===== src/rtl/xrs_pkg.sv =====
`timescale 1ns/1ps
package xrs_pkg;

  typedef enum logic [1:0] {
    CAL_PWR,
    CAL_STRB,
    CAL_WAIT,
    CAL_FIN
  } cal_state_e;

  typedef enum logic [2:0] {
    CMD_IDLE,
    CMD_IMG,
    CMD_DRAIN,
    CMD_AWR,
    CMD_ARD,
    CMD_ERR1,
    CMD_ERR2
  } cmd_state_e;

endpackage


===== src/rtl/xrs_cal_sweep.sv =====
`timescale 1ns/1ps
module xrs_cal_sweep
  import xrs_pkg::*;
#(
  parameter int NUM_CH = 4
) (
  input  logic              clk,
  input  logic              rst_ni,
  input  logic [NUM_CH-1:0] cal_done,
  output logic [NUM_CH-1:0] cal_start,
  output logic              cal_busy,
  output logic              cal_ready
);

  localparam int CH_W = (NUM_CH > 1) ? $clog2(NUM_CH) : 1;
  localparam logic [CH_W-1:0] LAST_CH = CH_W'(NUM_CH - 1);

  cal_state_e      state_q, state_d;
  logic [CH_W-1:0] idx_q, idx_d;
  logic            idx_en;

  always_comb begin
    state_d = state_q;
    idx_d   = idx_q;
    idx_en  = 1'b0;
    unique case (state_q)
      CAL_PWR:  state_d = CAL_STRB;
      CAL_STRB: state_d = CAL_WAIT;
      CAL_WAIT: begin
        if (cal_done[idx_q]) begin
          if (idx_q == LAST_CH) begin
            state_d = CAL_FIN;
          end else begin
            state_d = CAL_STRB;
            idx_d   = idx_q + CH_W'(1);
            idx_en  = 1'b1;
          end
        end
      end
      default:  state_d = CAL_FIN;
    endcase
  end

  always_ff @(posedge clk or negedge rst_ni) begin
    if (!rst_ni) begin
      state_q <= CAL_PWR;
      idx_q   <= '0;
    end else begin
      state_q <= state_d;
      if (idx_en) idx_q <= idx_d;
    end
  end

  for (genvar g = 0; g < NUM_CH; g++) begin : g_strb
    assign cal_start[g] = (state_q == CAL_STRB) && (idx_q == CH_W'(g));
  end

  assign cal_busy  = (state_q == CAL_STRB) || (state_q == CAL_WAIT);
  assign cal_ready = (state_q == CAL_FIN);

  AST_CAL_ONEHOT: assert property (@(posedge clk) disable iff (!rst_ni)
    $onehot0(cal_start));
  AST_CAL_STRB_ONE: assert property (@(posedge clk) disable iff (!rst_ni)
    (cal_start != '0) |=> (cal_start == '0));
  AST_CAL_READY_HOLD: assert property (@(posedge clk) disable iff (!rst_ni)
    cal_ready |=> (cal_ready && !cal_busy));

endmodule


===== src/rtl/xrs_mem_align.sv =====
`timescale 1ns/1ps
module xrs_mem_align #(
  parameter int LAT = 2,
  parameter int AW  = 6
) (
  input  logic          clk,
  input  logic          rst_ni,
  input  logic          issue,
  input  logic [AW-1:0] issue_addr,
  output logic          mem_rd,
  output logic [AW-1:0] mem_addr,
  output logic          out_vld,
  output logic [AW-1:0] out_addr,
  output logic          tail_clear
);

  logic [LAT-1:0] vld_q;
  logic [AW-1:0]  addr_q [LAT];

  assign mem_rd   = issue;
  assign mem_addr = issue_addr;

  for (genvar s = 0; s < LAT; s++) begin : g_stage
    logic          v_in;
    logic [AW-1:0] a_in;
    if (s == 0) begin : g_head
      assign v_in = issue;
      assign a_in = issue_addr;
    end else begin : g_body
      assign v_in = vld_q[s-1];
      assign a_in = addr_q[s-1];
    end
    always_ff @(posedge clk or negedge rst_ni) begin
      if (!rst_ni) begin
        vld_q[s]  <= 1'b0;
        addr_q[s] <= '0;
      end else begin
        vld_q[s] <= v_in;
        if (v_in) addr_q[s] <= a_in;
      end
    end
  end

  assign out_vld  = vld_q[LAT-1];
  assign out_addr = addr_q[LAT-1];

  if (LAT == 1) begin : g_tail1
    assign tail_clear = 1'b1;
  end else begin : g_tailn
    assign tail_clear = ~|vld_q[LAT-2:0];
  end

  AST_ALIGN_TAIL: assert property (@(posedge clk) disable iff (!rst_ni)
    (tail_clear && !issue) |=> !(|vld_q[LAT-1:0] && !out_vld));

endmodule


===== src/rtl/xrs_reconf_ctrl.sv =====
`timescale 1ns/1ps
module xrs_reconf_ctrl
  import xrs_pkg::*;
#(
  parameter int NUM_CH    = 4,
  parameter int AW        = 6,
  parameter int DW        = 16,
  parameter int IMG_WORDS = 8,
  parameter int MEM_LAT   = 2,
  localparam int CH_W     = (NUM_CH > 1) ? $clog2(NUM_CH) : 1
) (
  input  logic              clk,
  input  logic              rst_n,
  input  logic              write_all,
  input  logic              read,
  input  logic              analog_mode,
  input  logic              cont_mode,
  input  logic [CH_W-1:0]   ch_sel,
  input  logic [AW-1:0]     reg_addr,
  input  logic [DW-1:0]     wr_data,
  output logic              busy,
  output logic              data_valid,
  output logic              error,
  output logic [DW-1:0]     rd_data,
  output logic              mem_rd,
  output logic [AW-1:0]     mem_addr,
  input  logic [DW-1:0]     mem_data,
  output logic [NUM_CH-1:0] cal_start,
  input  logic [NUM_CH-1:0] cal_done,
  output logic [CH_W-1:0]   ch_idx,
  output logic              ch_wr,
  output logic              ch_rd,
  output logic [AW-1:0]     ch_addr,
  output logic [DW-1:0]     ch_wdata,
  input  logic [DW-1:0]     ch_rdata,
  input  logic              ch_ack
);

  localparam logic [AW-1:0] LAST_W = AW'(IMG_WORDS - 1);

  // reset synchronizer: asynchronous assert, synchronous release
  logic [1:0] rsync_q;
  logic       rst_ni;
  always_ff @(posedge clk or negedge rst_n) begin
    if (!rst_n) rsync_q <= 2'b00;
    else        rsync_q <= {rsync_q[0], 1'b1};
  end
  assign rst_ni = rsync_q[1];

  logic cal_busy, cal_ready;
  xrs_cal_sweep #(.NUM_CH(NUM_CH)) u_cal (
    .clk       (clk),
    .rst_ni    (rst_ni),
    .cal_done  (cal_done),
    .cal_start (cal_start),
    .cal_busy  (cal_busy),
    .cal_ready (cal_ready)
  );

  cmd_state_e      state_q, state_d;
  logic [AW-1:0]   cnt_q, cnt_d;
  logic [AW-1:0]   wptr_q, wptr_d;
  logic [CH_W-1:0] sel_q;
  logic [AW-1:0]   reg_q;
  logic [DW-1:0]   wd_q;
  logic            cont_q;
  logic            dv_q, dv_d;
  logic [DW-1:0]   rd_q;
  logic            cap_en, cnt_en, wptr_en, rd_en;
  logic            issue, out_vld, tail_clear;
  logic [AW-1:0]   out_addr;
  logic            accept, bad_req;

  xrs_mem_align #(.LAT(MEM_LAT), .AW(AW)) u_align (
    .clk        (clk),
    .rst_ni     (rst_ni),
    .issue      (issue),
    .issue_addr (cnt_q),
    .mem_rd     (mem_rd),
    .mem_addr   (mem_addr),
    .out_vld    (out_vld),
    .out_addr   (out_addr),
    .tail_clear (tail_clear)
  );

  assign accept  = cal_ready && (state_q == CMD_IDLE);
  assign bad_req = read && (write_all || !analog_mode);

  always_comb begin
    state_d = state_q;
    cnt_d   = cnt_q;
    wptr_d  = wptr_q;
    cap_en  = 1'b0;
    cnt_en  = 1'b0;
    wptr_en = 1'b0;
    rd_en   = 1'b0;
    dv_d    = 1'b0;
    issue   = 1'b0;
    unique case (state_q)
      CMD_IDLE: begin
        if (accept && (read || write_all)) begin
          cap_en = 1'b1;
          if (bad_req) begin
            state_d = CMD_ERR1;
          end else if (read) begin
            state_d = CMD_ARD;
          end else if (analog_mode) begin
            state_d = CMD_AWR;
          end else begin
            state_d = CMD_IMG;
            cnt_en  = 1'b1;
            cnt_d   = cont_mode ? '0 : wptr_q;
          end
        end
      end
      CMD_IMG: begin
        issue = 1'b1;
        if (cont_q) begin
          if (cnt_q == LAST_W) begin
            state_d = CMD_DRAIN;
          end else begin
            cnt_en = 1'b1;
            cnt_d  = cnt_q + AW'(1);
          end
        end else begin
          wptr_en = 1'b1;
          wptr_d  = (wptr_q == LAST_W) ? '0 : wptr_q + AW'(1);
          state_d = CMD_DRAIN;
        end
      end
      CMD_DRAIN: if (tail_clear) state_d = CMD_IDLE;
      CMD_AWR:   state_d = CMD_IDLE;
      CMD_ARD: begin
        if (ch_ack) begin
          state_d = CMD_IDLE;
          dv_d    = 1'b1;
          rd_en   = 1'b1;
        end
      end
      CMD_ERR1:  state_d = CMD_ERR2;
      default:   state_d = CMD_IDLE;
    endcase
  end

  always_ff @(posedge clk or negedge rst_ni) begin
    if (!rst_ni) begin
      state_q <= CMD_IDLE;
      cnt_q   <= '0;
      wptr_q  <= '0;
      sel_q   <= '0;
      reg_q   <= '0;
      wd_q    <= '0;
      cont_q  <= 1'b0;
      dv_q    <= 1'b0;
      rd_q    <= '0;
    end else begin
      state_q <= state_d;
      dv_q    <= dv_d;
      if (cnt_en)  cnt_q  <= cnt_d;
      if (wptr_en) wptr_q <= wptr_d;
      if (rd_en)   rd_q   <= ch_rdata;
      if (cap_en) begin
        sel_q  <= ch_sel;
        reg_q  <= reg_addr;
        wd_q   <= wr_data;
        cont_q <= cont_mode;
      end
    end
  end

  logic cmd_busy, reg_acc;
  assign cmd_busy = (state_q == CMD_IMG) || (state_q == CMD_DRAIN) ||
                    (state_q == CMD_AWR) || (state_q == CMD_ARD);
  assign reg_acc  = (state_q == CMD_AWR) || (state_q == CMD_ARD);

  assign busy       = cal_busy || cmd_busy;
  assign error      = (state_q == CMD_ERR1) || (state_q == CMD_ERR2);
  assign data_valid = dv_q;
  assign rd_data    = rd_q;
  assign ch_idx     = sel_q;
  assign ch_wr      = out_vld || (state_q == CMD_AWR);
  assign ch_rd      = (state_q == CMD_ARD);
  assign ch_addr    = reg_acc ? reg_q : out_addr;
  assign ch_wdata   = (state_q == CMD_AWR) ? wd_q : mem_data;

  AST_ERR_NO_BUSY: assert property (@(posedge clk) disable iff (!rst_ni)
    error |-> !busy);
  AST_ERR_TWO: assert property (@(posedge clk) disable iff (!rst_ni)
    $rose(error) |=> error);
  AST_ERR_END: assert property (@(posedge clk) disable iff (!rst_ni)
    (error && $past(error)) |=> !error);
  AST_DV_BUSY_DROP: assert property (@(posedge clk) disable iff (!rst_ni)
    data_valid |-> (!busy && $past(busy)));
  AST_DV_PULSE: assert property (@(posedge clk) disable iff (!rst_ni)
    data_valid |=> !data_valid);
  AST_WR_BUSY: assert property (@(posedge clk) disable iff (!rst_ni)
    ch_wr |-> busy);
  AST_NO_WR_IDLE: assert property (@(posedge clk) disable iff (!rst_ni)
    (state_q == CMD_IDLE) |-> !ch_wr);
  AST_CMD_AFTER_CAL: assert property (@(posedge clk) disable iff (!rst_ni)
    cal_busy |-> (state_q == CMD_IDLE));

endmodule


===== config.mk =====
export PLATFORM = sky130hd
export DESIGN_NAME = xrs_reconf_ctrl
export DESIGN_NICKNAME = d
export VERILOG_FILES = /design/src/rtl/xrs_pkg.sv /design/src/rtl/xrs_cal_sweep.sv /design/src/rtl/xrs_mem_align.sv /design/src/rtl/xrs_reconf_ctrl.sv
export SDC_FILE = /design/constraint.sdc
export NUM_CORES = 1
export LEC_CHECK = 0
export BUFFER_PORTS_ARGS = -buffer_cell sky130_fd_sc_hd__buf_2
export CELL_PAD_IN_SITES_DETAIL_PLACEMENT = 1
export CELL_PAD_IN_SITES_GLOBAL_PLACEMENT = 2
export CORE_ASPECT_RATIO = 0.6
export CORE_MARGIN = 1.5
export CORE_UTILIZATION = 36
export CTS_BUF_LIST = sky130_fd_sc_hd__clkbuf_8
export CTS_CLUSTER_DIAMETER = 200
export CTS_CLUSTER_SIZE = 16
export DETAILED_ROUTE_END_ITERATION = 6
export PLACE_DENSITY = 0.85
export SLEW_MARGIN = 20
export SYNTH_ARGS = -nofsm -noshare
export SYNTH_HDL_FRONTEND = slang
export SYNTH_SLANG_ARGS = --single-unit

===== constraint.sdc =====
create_clock -name clk -period 4.3 [get_ports clk]
set_input_delay 0 -clock clk [delete_from_list [all_inputs] [get_ports clk]]
set_output_delay 0 -clock clk [all_outputs]
set_load 0.01 [all_outputs]

# ---- Word-level counts from Yosys, hierarchy flattened
# Index checks and enable logic that the tools add are counted.
dict set report word_totals {
  ff_bits 77
  latchBits 0
  ram_bits 0
  rom_bits 0
  input_bits 67
  out_inout_bits 56
  word_cells 114
  memories 0
}
dict set report op_classes {
  addsub 3
  n_mul 0
  div_mod_pow 0
  n_lt_le_gt_ge 1
  n_eq_ne 24
  n_shift 0
  mux 42
  n_bitwise 2
  n_reduce_logical 26
}
# op count
set op_table {}
lappend op_table {{6-bit two-way mux} 9}
lappend op_table {{3-bit two-way mux} 7}
lappend op_table {{1-bit two-way mux} 17}
lappend op_table {{16-bit two-way mux} 1}
lappend op_table {{3-bit one-hot mux with 5 select lines} 1}
lappend op_table {{6-bit by 1-bit adder with 6-bit output, second input constant} 2}
lappend op_table {{6-bit by 3-bit == test with 1-bit output, second input constant} 2}
lappend op_table {{2-bit inequality test, second input constant} 6}
lappend op_table {{6-bit one-hot mux with 2 select lines} 1}
lappend op_table {{1-bit logical OR} 10}
lappend op_table {{3-bit == test, second input constant} 3}
lappend op_table {{2-bit == test, second input constant} 4}
lappend op_table {{4-bit AND reduction} 2}
lappend op_table {{8-bit AND reduction} 1}
lappend op_table {{1-bit logical AND} 7}
lappend op_table {{3-bit by 2-bit == test with 1-bit output, second input constant} 2}
lappend op_table {{2-bit two-way mux} 3}
lappend op_table {{2-bit by 1-bit inequality test with 1-bit output, second input constant} 3}
lappend op_table {{2-bit one-hot mux with 3 select lines} 1}
lappend op_table {{2-bit by 1-bit == test with 1-bit output, second input constant} 2}
lappend op_table {{2-bit logical NOT} 2}
lappend op_table {{3-bit by 1-bit == test with 1-bit output, second input constant} 1}
lappend op_table {{3-bit logical NOT} 1}
lappend op_table {{2-bit by 3-bit less-than comparator with 1-bit output, second input constant} 1}
lappend op_table {{8 further kinds} 9}

# ---- Depth between registers and ports, before layout
# Gate-level depths: netlist of the first run.
dict set report depth {
  ltp_word 7
  ltp_mapped 8
  depth_no_buf 5
}

# ---- Cells and area by module
# A second synthesis of the first run with hierarchy kept.
dict set report hier_totals {
  cells_unflattened 289
  hier_area_um2 3814.9
}
# mod n_inst cells_per_inst area_per_inst_um2 seq_area_each_um2
set modules_own_cells {}
lappend modules_own_cells {xrs_reconf_ctrl 1 222 2864.0 1476.4}
lappend modules_own_cells {xrs_mem_align 1 36 609.3 350.3}
lappend modules_own_cells {xrs_cal_sweep 1 31 341.6 100.1}

# ---- Least setup slack after synthesis of the first run
# Ideal clock, no wire load.
dict set report synth_timing {
  path_type {reg2reg}
  startpoint {register state_q[1]}
  endpoint {register cnt_q[1]}
  setup_time_ns 0.125
  arrival_ns 1.672
  required_ns 4.175
  setup_slack_ns 2.503
  path_stages_with_launch 9
  n_path_buf 3
  period_less_slack_ns 1.797
  cell_sequence {dfrtp_1 buf_6 or3b_1 buf_6 clkinv_4 o211ai_4 and2_4 buf_6 mux2_4}
}
dict set report synth_via {
  elab_chain_len 6
  word_cells_on_any_way 15
  classes_between {eq/ne: 7; mux: 3; reduce/logical: 5}
}
# item line
set synth_lines {}
lappend synth_lines {{start: declaration} xrs_reconf_ctrl.sv:60} ;# cmd_state_e state_q, state_d;
lappend synth_lines {{start signal: assignment} xrs_reconf_ctrl.sv:157} ;# state_q <= state_d;
lappend synth_lines {{3-bit logical NOT} {xrs_reconf_ctrl.sv:86, xrs_reconf_ctrl.sv:99}}
lappend synth_lines {{1-bit logical AND} xrs_reconf_ctrl.sv:86} ;# assign accept = cal_ready && (state_q == CMD_IDLE);
lappend synth_lines {{1-bit logical AND} xrs_reconf_ctrl.sv:101} ;# if (accept && (read || write_all)) begin
lappend synth_lines {{1-bit two-way mux} xrs_reconf_ctrl.sv:101}
lappend synth_lines {{1-bit one-hot mux with 2 select lines} xrs_reconf_ctrl.sv:99} ;# unique case (state_q)
lappend synth_lines {{8-bit AND reduction (no line)} --}
lappend synth_lines {{end signal: assignment} xrs_reconf_ctrl.sv:159} ;# if (cnt_en) cnt_q <= cnt_d;
lappend synth_lines {{end: declaration} xrs_reconf_ctrl.sv:61} ;# logic [AW-1:0] cnt_q, cnt_d;
# Several ways; a longest one is shown, not always the timed one.
# A chain may end at the register's enable or synchronous reset.

# ---- Final worst setup path of the first run
dict set report layout_timing {
  startpoint {register state_q[2]}
  endpoint {output ch_addr[0]}
}
dict set report layout_via {
  elab_chain_len 3
  word_cells_on_any_way 4
  classes_between {eq/ne: 2; mux: 1; reduce/logical: 1}
}
# item line
set layout_lines {}
lappend layout_lines {{3-bit by 2-bit == test with 1-bit output or 3-bit == test (tied branches)} xrs_reconf_ctrl.sv:174} ;# assign reg_acc = (state_q == CMD_AWR) || (state_q == CMD_ARD);
lappend layout_lines {{1-bit logical OR (*)} xrs_reconf_ctrl.sv:174}
lappend layout_lines {{6-bit two-way mux (*)} xrs_reconf_ctrl.sv:183} ;# assign ch_addr = reg_acc ? reg_q : out_addr;
lappend layout_lines {{end: declaration} xrs_reconf_ctrl.sv:33} ;# output logic [AW-1:0] ch_addr,
# Every way passes the cells marked *; elsewhere a longest branch is shown, timed or not.

==> metrics.yaml, run 1 <==
run_status:
  status: "complete, no violations"
setup_path:
  path_class: "reg -> out"
  critPathSlowestCell: "a21boi_1"
  cp.required_ns: 4.30
  cp_top_family: "compound AO/OA/AOI/OAI gates"
  critPathArrivalTime_ns: 2.99
  start_kind: "register"
  path_cells: "nand3b_1 -> a21boi_1 -> mux2_2 -> buf_2"
  crit_buf_inv: 1
  cp_num_cells: 4
  max_stage_delay_ns: 0.78
  reg2reg_depth: 5
  cp-end-kind: "output pin"
  cp_max_fo: 18
worst_hold_path:
  hold_path.class: "in -> reg"
  hold_depth: 4
timing:
  setup_violations: 0
  timing.final.crit_share: 0.6960
  drv_slew: 0
  tightest_slew_ns: 0.9589
  finalClockSkew_ns: 0.004880
  max_freq_mhz: 334.2
  rsz0062_at_grt: "false"
  setup_ws_ns: 1.307
  finalSetupTns_ns: 0
  finalHoldViolations: 0
  slew_headroom: 0.3607
  fin_crit_ns: 2.993
power_and_ir_drop:
  p_leak_nw: 2.412
  p_per_area_nw_per_um2: 617.7
  seqPwrFrac: 0.416
  switching_power_mw: 1.091
  comb_power_share: 0.388
  power_frac_clock: 0.196
  peakVddDrop_v: 0.0002558
  p_int_mw: 2.030
  p_sw_frac: 0.3496
global_route:
  grt_pass1_vias: 2997
  grt_usage: 0.1865
  antenna_found_initial: 0
  grt_max_degree: 76
  gr-total-overflow: 0
  grt_pass1_wl_um: 15590
floorplan:
  rows: 28
  dieArea_um2: 10840
  die_w_um: 133.4
  dieHeight_um: 81.24
  io_pins: 123
  start_util: 0.3717
  coreArea_um2: 9879
placed_design:
  place_congestion: 0.7379
  port_buffers: 122
  preCtsSetupSlack_ns: 1.681
  dpl_cell_area_um2: 4377
  placed_cells: 541
  dp.final_hpwl_um: 6505
final_layout:
  final_cells: 602
  syn2layout_area_growth_pct: 37.58
  post-route-util: 0.5114
  multi_input_area_um2: 1617
  antenna_cells: 0
  fin_area_um2: 5052
  drive_above_1_share: 0.4647
  nets: 540
  seqCellArea_um2: 1931
  n_fill_cell: 1103
clock_tree:
  hold_buffers: 45
  cts.htree.levels: 3
  clockBufferDepth: 2
  cts_tree: "done"
  cts.sinks: 77
  insertion_delay_ns: 0.35
  post_cts_resized: 0
  cts_buffers: 9
  clk_pin_slew_ns: 0.07
  cts-root-buf: "clkbuf_8"
  cts_setup_buffers: 0
yosys:
  synthArstFlopShare: 1.000
  ys.warnings.count: 0
  syn_avg_cell_area_um2: 12.41
  synth_top_area_cell: "dfrtp_1"
  synthTopCellsByArea: "dfrtp_1, mux2_2, ha_1"
  synth_edf_count: 0
  syn_nets: 374
  netlist_area_um2: 3672
  synth_flop_cell: "dfrtp_1"
  ys_types: 43
  ys_ff_latch: 77
  syn_inst: 296
  synth-seq-area-share: 0.5247
  synth_top_area_share: 0.5247
detailed_routing:
  ant_nets: 0
  wl_per_cell_um: 15.90
  drc_errors: 0
  drt_first_pass_iters: 4
  drt_iter0_markers: 97
  vias: 2912
  vias_per_cell: 4.837
  routed_wl_um: 9572
run:
  maxCapViolCount: 0
cells in the mapped netlist (2+ instances only):
cell and number:
nand3b_1 6, buf_4 3, nand2_1 28, nor2_1 9, dfrtp_1 77, xor2_1 2
and3_1 2, a21oi_1 7, buf_6 3, nand2b_1 2, buf_2 3, inv_1 9
nand3_1 7, ha_1 11, xnor2_1 4, nand4_1 3, and2_1 6, o211ai_1 3
mux2_2 72, nor3_1 6, clkbuf_1 4, a31oi_1 2, o21ai_0 7
cells in the final DEF (no fill, tap or decap), drive strengths merged, types with 10 or more instances in the layout:
| master | synthesis | routed |
|---|---|---|
| buf | 9 | 123 |
| dfrtp | 77 | 77 |
| mux2 | 73 | 73 |
| dlygate4sd3 | 0 | 45 |
| nand2 | 28 | 28 |
| ha | 11 | 11 |
| clkbuf | 4 | 11 |
| inv | 9 | 10 |
| nor2 | 10 | 10 |
power groups by stage:
stage | Sequential [mW] | Clock (mW) | Combinational (mW)
after floorplan | 1.27 | 0 | 0.813
after global placement | 1.29 | 0 | 1.14
after detailed placement | 1.31 | 0 | 1.18
after CTS | 1.30 | 0.633 | 1.22
after global routing | 1.36 | 0.666 | 1.33
final | 1.30 | 0.611 | 1.21
path summary, 6_finish.rpt:
| path | to | start | slack [ns] |
|---|---|---|---|
| setup / recovery | ch_addr[0] | state_q[2] | 1.31 |
| hold / removal | state_q[2] | ch_ack | 0.04 |
| setup reg to reg | cnt_q[1] | state_q[2] | 2.05 |
| hold reg to reg | rsync_q[1] | rsync_q[0] | 0.35 |
| max in group asynchronous | cnt_q[1] | rsync_q[1] | 3.19 |
| min in group asynchronous | rd_data[12] | rsync_q[1] | 0.49 |
sequential cells by signal, summed over array words and instances, names as in the netlist, 2 cells and up:
| signal | flops |
|---|---|
| state_q | 3 |
| wd_q | 16 |
| rsync_q | 2 |
| rd_data | 16 |
| u_cal.idx_q | 2 |
| ch_idx | 2 |
| u_cal.state_q | 2 |
| u_align.out_addr | 6 |
| cnt_q | 6 |
| reg_q | 6 |
| wptr_q | 6 |
| u_align.g_stage.a_in | 6 |
cell type report:
cell class / instances / share of cell area
Tap cell: 135 / 0.03343
Timing Repair Buffer: 168 / 0.2115
Clock buffer: 11 / 0.02997
Clock inverter: 5 / 0.01461
Inverter: 10 / 0.008420
Multi-Input combinational cell: 196 / 0.3200
Sequential cell: 77 / 0.3821
metal layers:
metal | wire [um] | GRT usage | up-vias
met4 | 103 | 0.05217 | 0
met5 | 0 | 0 | -
met2 | 4413 | 0.3026 | 93
li1 | - | - | 1370
met3 | 504 | 0.05368 | 11
met1 | 4551 | 0.2465 | 1438
cell families (layout without fill, tap and decap cells):
logic type / Yosys count / in the layout / synth area share
flip-flops: 77 / 77 / 0.5247
buffers and inverters: 23 / 194 / 0.03509
XOR/XNOR: 6 / 6 / 0.01431
multiplexers: 75 / 75 / 0.2337
adder cells (fa/ha/maj): 11 / 11 / 0.03748
other: 1 / 1 / 0.001021
AO/OA/AOI/OAI: 26 / 26 / 0.04770
AND/OR/NAND/NOR: 77 / 77 / 0.1060
tightest hold or removal path, stage by stage:
cell and delay (ns):
buf_2 0.10, inv_1 0.04, o21ai_0 0.14, a21oi_1 0.07
per-stage QoR:
stage	total power [mW]	hold WS, ns
6_report	3.121	0.04000
5_1_grt	3.350	0.06784
4_1_cts	3.154	0.02509
3_5_place_dp	2.496	-0.2113
3_3_place_gp	2.439	-0.2103
2_1_floorplan	2.081	-0.2956
(Power assumes the default switching activity.)
==> inputs of run 2 (changes only) <==
- CORE_UTILIZATION: 36 -> 33
- PLACE_DENSITY: 0.85 -> 0.79
- clock period: 4.3 -> 3 ns (I/O delays scaled with it)
==> run 2 against run 1 <==
Effect of this change:
- the run now ends with design-rule violations left
- register-to-register slack got worse by 1.2 ns
- cell count up 1.0%
- non-clock buffer count grew 2
- critical endpoint is now ch_addr[1]
- largest cell class unchanged
- largest power group unchanged
==> metrics.yaml, run 2 (synthesis gave the netlist of run 1 again) <==
power_and_ir_drop:
  peakVddDrop_v: 0.0003508  # +37%
  p_sw_frac: 0.3520  # +0.002346
  power_frac_clock: 0.199  # +0.003
  p_leak_nw: 2.418  # +0.25%
  p_per_area_nw_per_um2: 882.4  # +43%
  p_int_mw: 2.900  # +43%
  seqPwrFrac: 0.416  # about the same
  switching_power_mw: 1.575  # +44%
  comb_power_share: 0.386  # -0.002
final_layout:
  fin_area_um2: 5071  # +0.37%
  final_cells: 608  # +1.0%
  syn2layout_area_growth_pct: 38.09
  nets: 542  # +0.37%
  most-common-layout-cells: "buf_2, dfrtp_1, mux2_2"
  n_fill_cell: 1160  # +5.2%
  final_common_cell: "buf_2"
  antenna_cells: 0  # unchanged
  post-route-util: 0.4738  # -0.03764
  drive_above_1_share: 0.4670  # +0.002283
clock_tree:
  cts_buffers: 9  # unchanged
  hold_buffers: 45  # unchanged
  cts.sinks: 77  # unchanged
  clockBufferDepth: 2  # unchanged
  clk_pin_slew_ns: 0.08  # about the same
  cts_tree: "done"
  cts_setup_buffers: 0  # unchanged
  insertion_delay_ns: 0.36  # about the same
  post_cts_resized: 0  # unchanged
  cts.htree.levels: 3  # unchanged
  cts-root-buf: "clkbuf_8"
setup_path:
  cp_max_fo: 18  # unchanged
  start_kind: "register"
  cp.required_ns: 3.00  # -1.30 ns
  path_class: "reg -> out"
  critPathSlowestCell: "a21boi_1"
  max_stage_delay_ns: 0.71  # -0.07 ns
  path_cells: "nand3b_1 -> buf_4 -> a21boi_1 -> mux2_2 -> buf_2"
  worstReg2RegEnd: "rd_data[15]"
  reg2reg_depth: 3  # -2
  crit_start: "state_q[2]"
  endpoint: "ch_addr[1]"
  critPathArrivalTime_ns: 2.62  # -0.37 ns
  rr_startpoint: "state_q[0]"
  cp-end-kind: "output pin"
  r2r_slack_ns: 0.86  # -1.19 ns
placed_design:
  placed_cells: 547  # +1.1%
  place_congestion: 0.7462  # +1.1%
  dpl_cell_area_um2: 4397  # +0.46%
  port_buffers: 122  # unchanged
  dp.final_hpwl_um: 6528  # +0.36%
  preCtsSetupSlack_ns: 0.7574  # -0.9235 ns
run:
  maxCapViolCount: 0  # unchanged
detailed_routing:
  drt_first_pass_iters: 6  # +2
  vias_per_cell: 4.737  # -2.1%
  routed_wl_um: 9507  # -0.68%
  wl_per_cell_um: 15.64  # -1.7%
  drc_errors: 12  # +12
  vias: 2880  # -1.1%
  drt_iter0_markers: 147  # +52%
  ant_nets: 0  # unchanged
timing:
  setup_ws_ns: 0.3795  # -0.9279 ns
  finalHoldViolations: 0  # unchanged
  slew_headroom: 0.3525  # -0.008188
  finalSetupTns_ns: 0  # unchanged
  max_freq_mhz: 381.6
  timing.final.crit_share: 0.8735
  setup_violations: 0  # unchanged
  finalClockSkew_ns: 0.01211  # +0.007233 ns
  tightest_slew_ns: 0.9712  # +0.01228 ns
  drv_slew: 0  # unchanged
  fin_crit_ns: 2.621
  rsz0062_at_grt: "false"
worst_hold_path:
  hold_path.class: "in -> reg"
global_route:
  grt_max_degree: 76  # unchanged
  grt_pass1_vias: 3137  # +4.7%
  grt_pass1_wl_um: 16000  # +2.7%
  gr-total-overflow: 0  # unchanged
  antenna_found_initial: 0  # unchanged
  grt_usage: 0.1721  # -0.01440
floorplan:
  dieHeight_um: 84.71  # +4.3%
  io_pins: 123  # unchanged
  coreArea_um2: 10700  # +8.3%
  rows: 29  # +3.6%
  start_util: 0.3431  # -0.02863
  die_w_um: 139.2  # +4.3%
  dieArea_um2: 11790  # +8.8%
run_status:
  violations: "design-rule violations"
  status: "finished with violations"
-- run 2: critical path: cells and delay by family (launching register included) --
kind	cells	cell delay (ns)
compound gates	1	0.71
buf+inv	2	0.40
flops	1	0.57
mux	1	0.42
simple gates	1	0.16
-- run 2: how the worst min path moves through the flow --
stage	cells past startpoint	start	endpoint	slack, ns
6_report	4	ch_ack	state_q[2]	0.02
5_1_grt	4	ch_ack	state_q[2]	0.09
4_1_cts	4	ch_ack	state_q[2]	0.003
3_5_place_dp	1	rst_n	rsync_q[0]	-0.21
3_3_place_gp	1	rst_n	rsync_q[0]	-0.22
2_1_floorplan	0	rst_n	rsync_q[0]	-0.30
-- run 2: layer usage --
| metal | part of all wire | GRT usage | vias up |
|---|---|---|---|
| li1 | - | - | 1370 |
| met1 | 0.47 | 0.2319 | 1401 |
| met2 | 0.45 | 0.2764 | 96 |
| met3 | 0.067 | 0.04849 | 13 |
| met4 | 0.012 | 0.04159 | 0 |
| met5 | 0 | 0 | - |
-- run 2: area by class of cell --
| cell class | instances | area, um2 | share of cell area |
|---|---|---|---|
| multi-input combinational | 196 | 1617 | 0.3188 |
| sequential | 77 | 1931 | 0.3807 |
| tap | 139 | 173.9 | 0.03430 |
| inverter | 10 | 42.54 | 0.008389 |
| timing repair buffer | 170 | 1084 | 0.2137 |
| clock buffer | 10 | 137.6 | 0.02714 |
| clock inverter | 6 | 86.33 | 0.01702 |
-- run 2: power by group through the flow --
stage	combinational, mW	clock [mW]	sequential, mW
4_1_cts	1.74	0.927	1.87
3_3_place_gp	1.65	0	1.87
3_5_place_dp	1.69	0	1.88
6_report	1.73	0.888	1.86
2_1_floorplan	1.16	0	1.82
5_1_grt	1.90	0.964	1.94
-- run 2: stage by stage --
| step | power (mW) | hold WS [ns] |
|---|---|---|
| after global placement | 3.522 | -0.2151 |
| after global routing | 4.810 | 0.09173 |
| after floorplan | 2.983 | -0.2956 |
| after detailed placement | 3.573 | -0.2107 |
| final | 4.475 | 0.01965 |
| after CTS | 4.538 | 0.003282 |
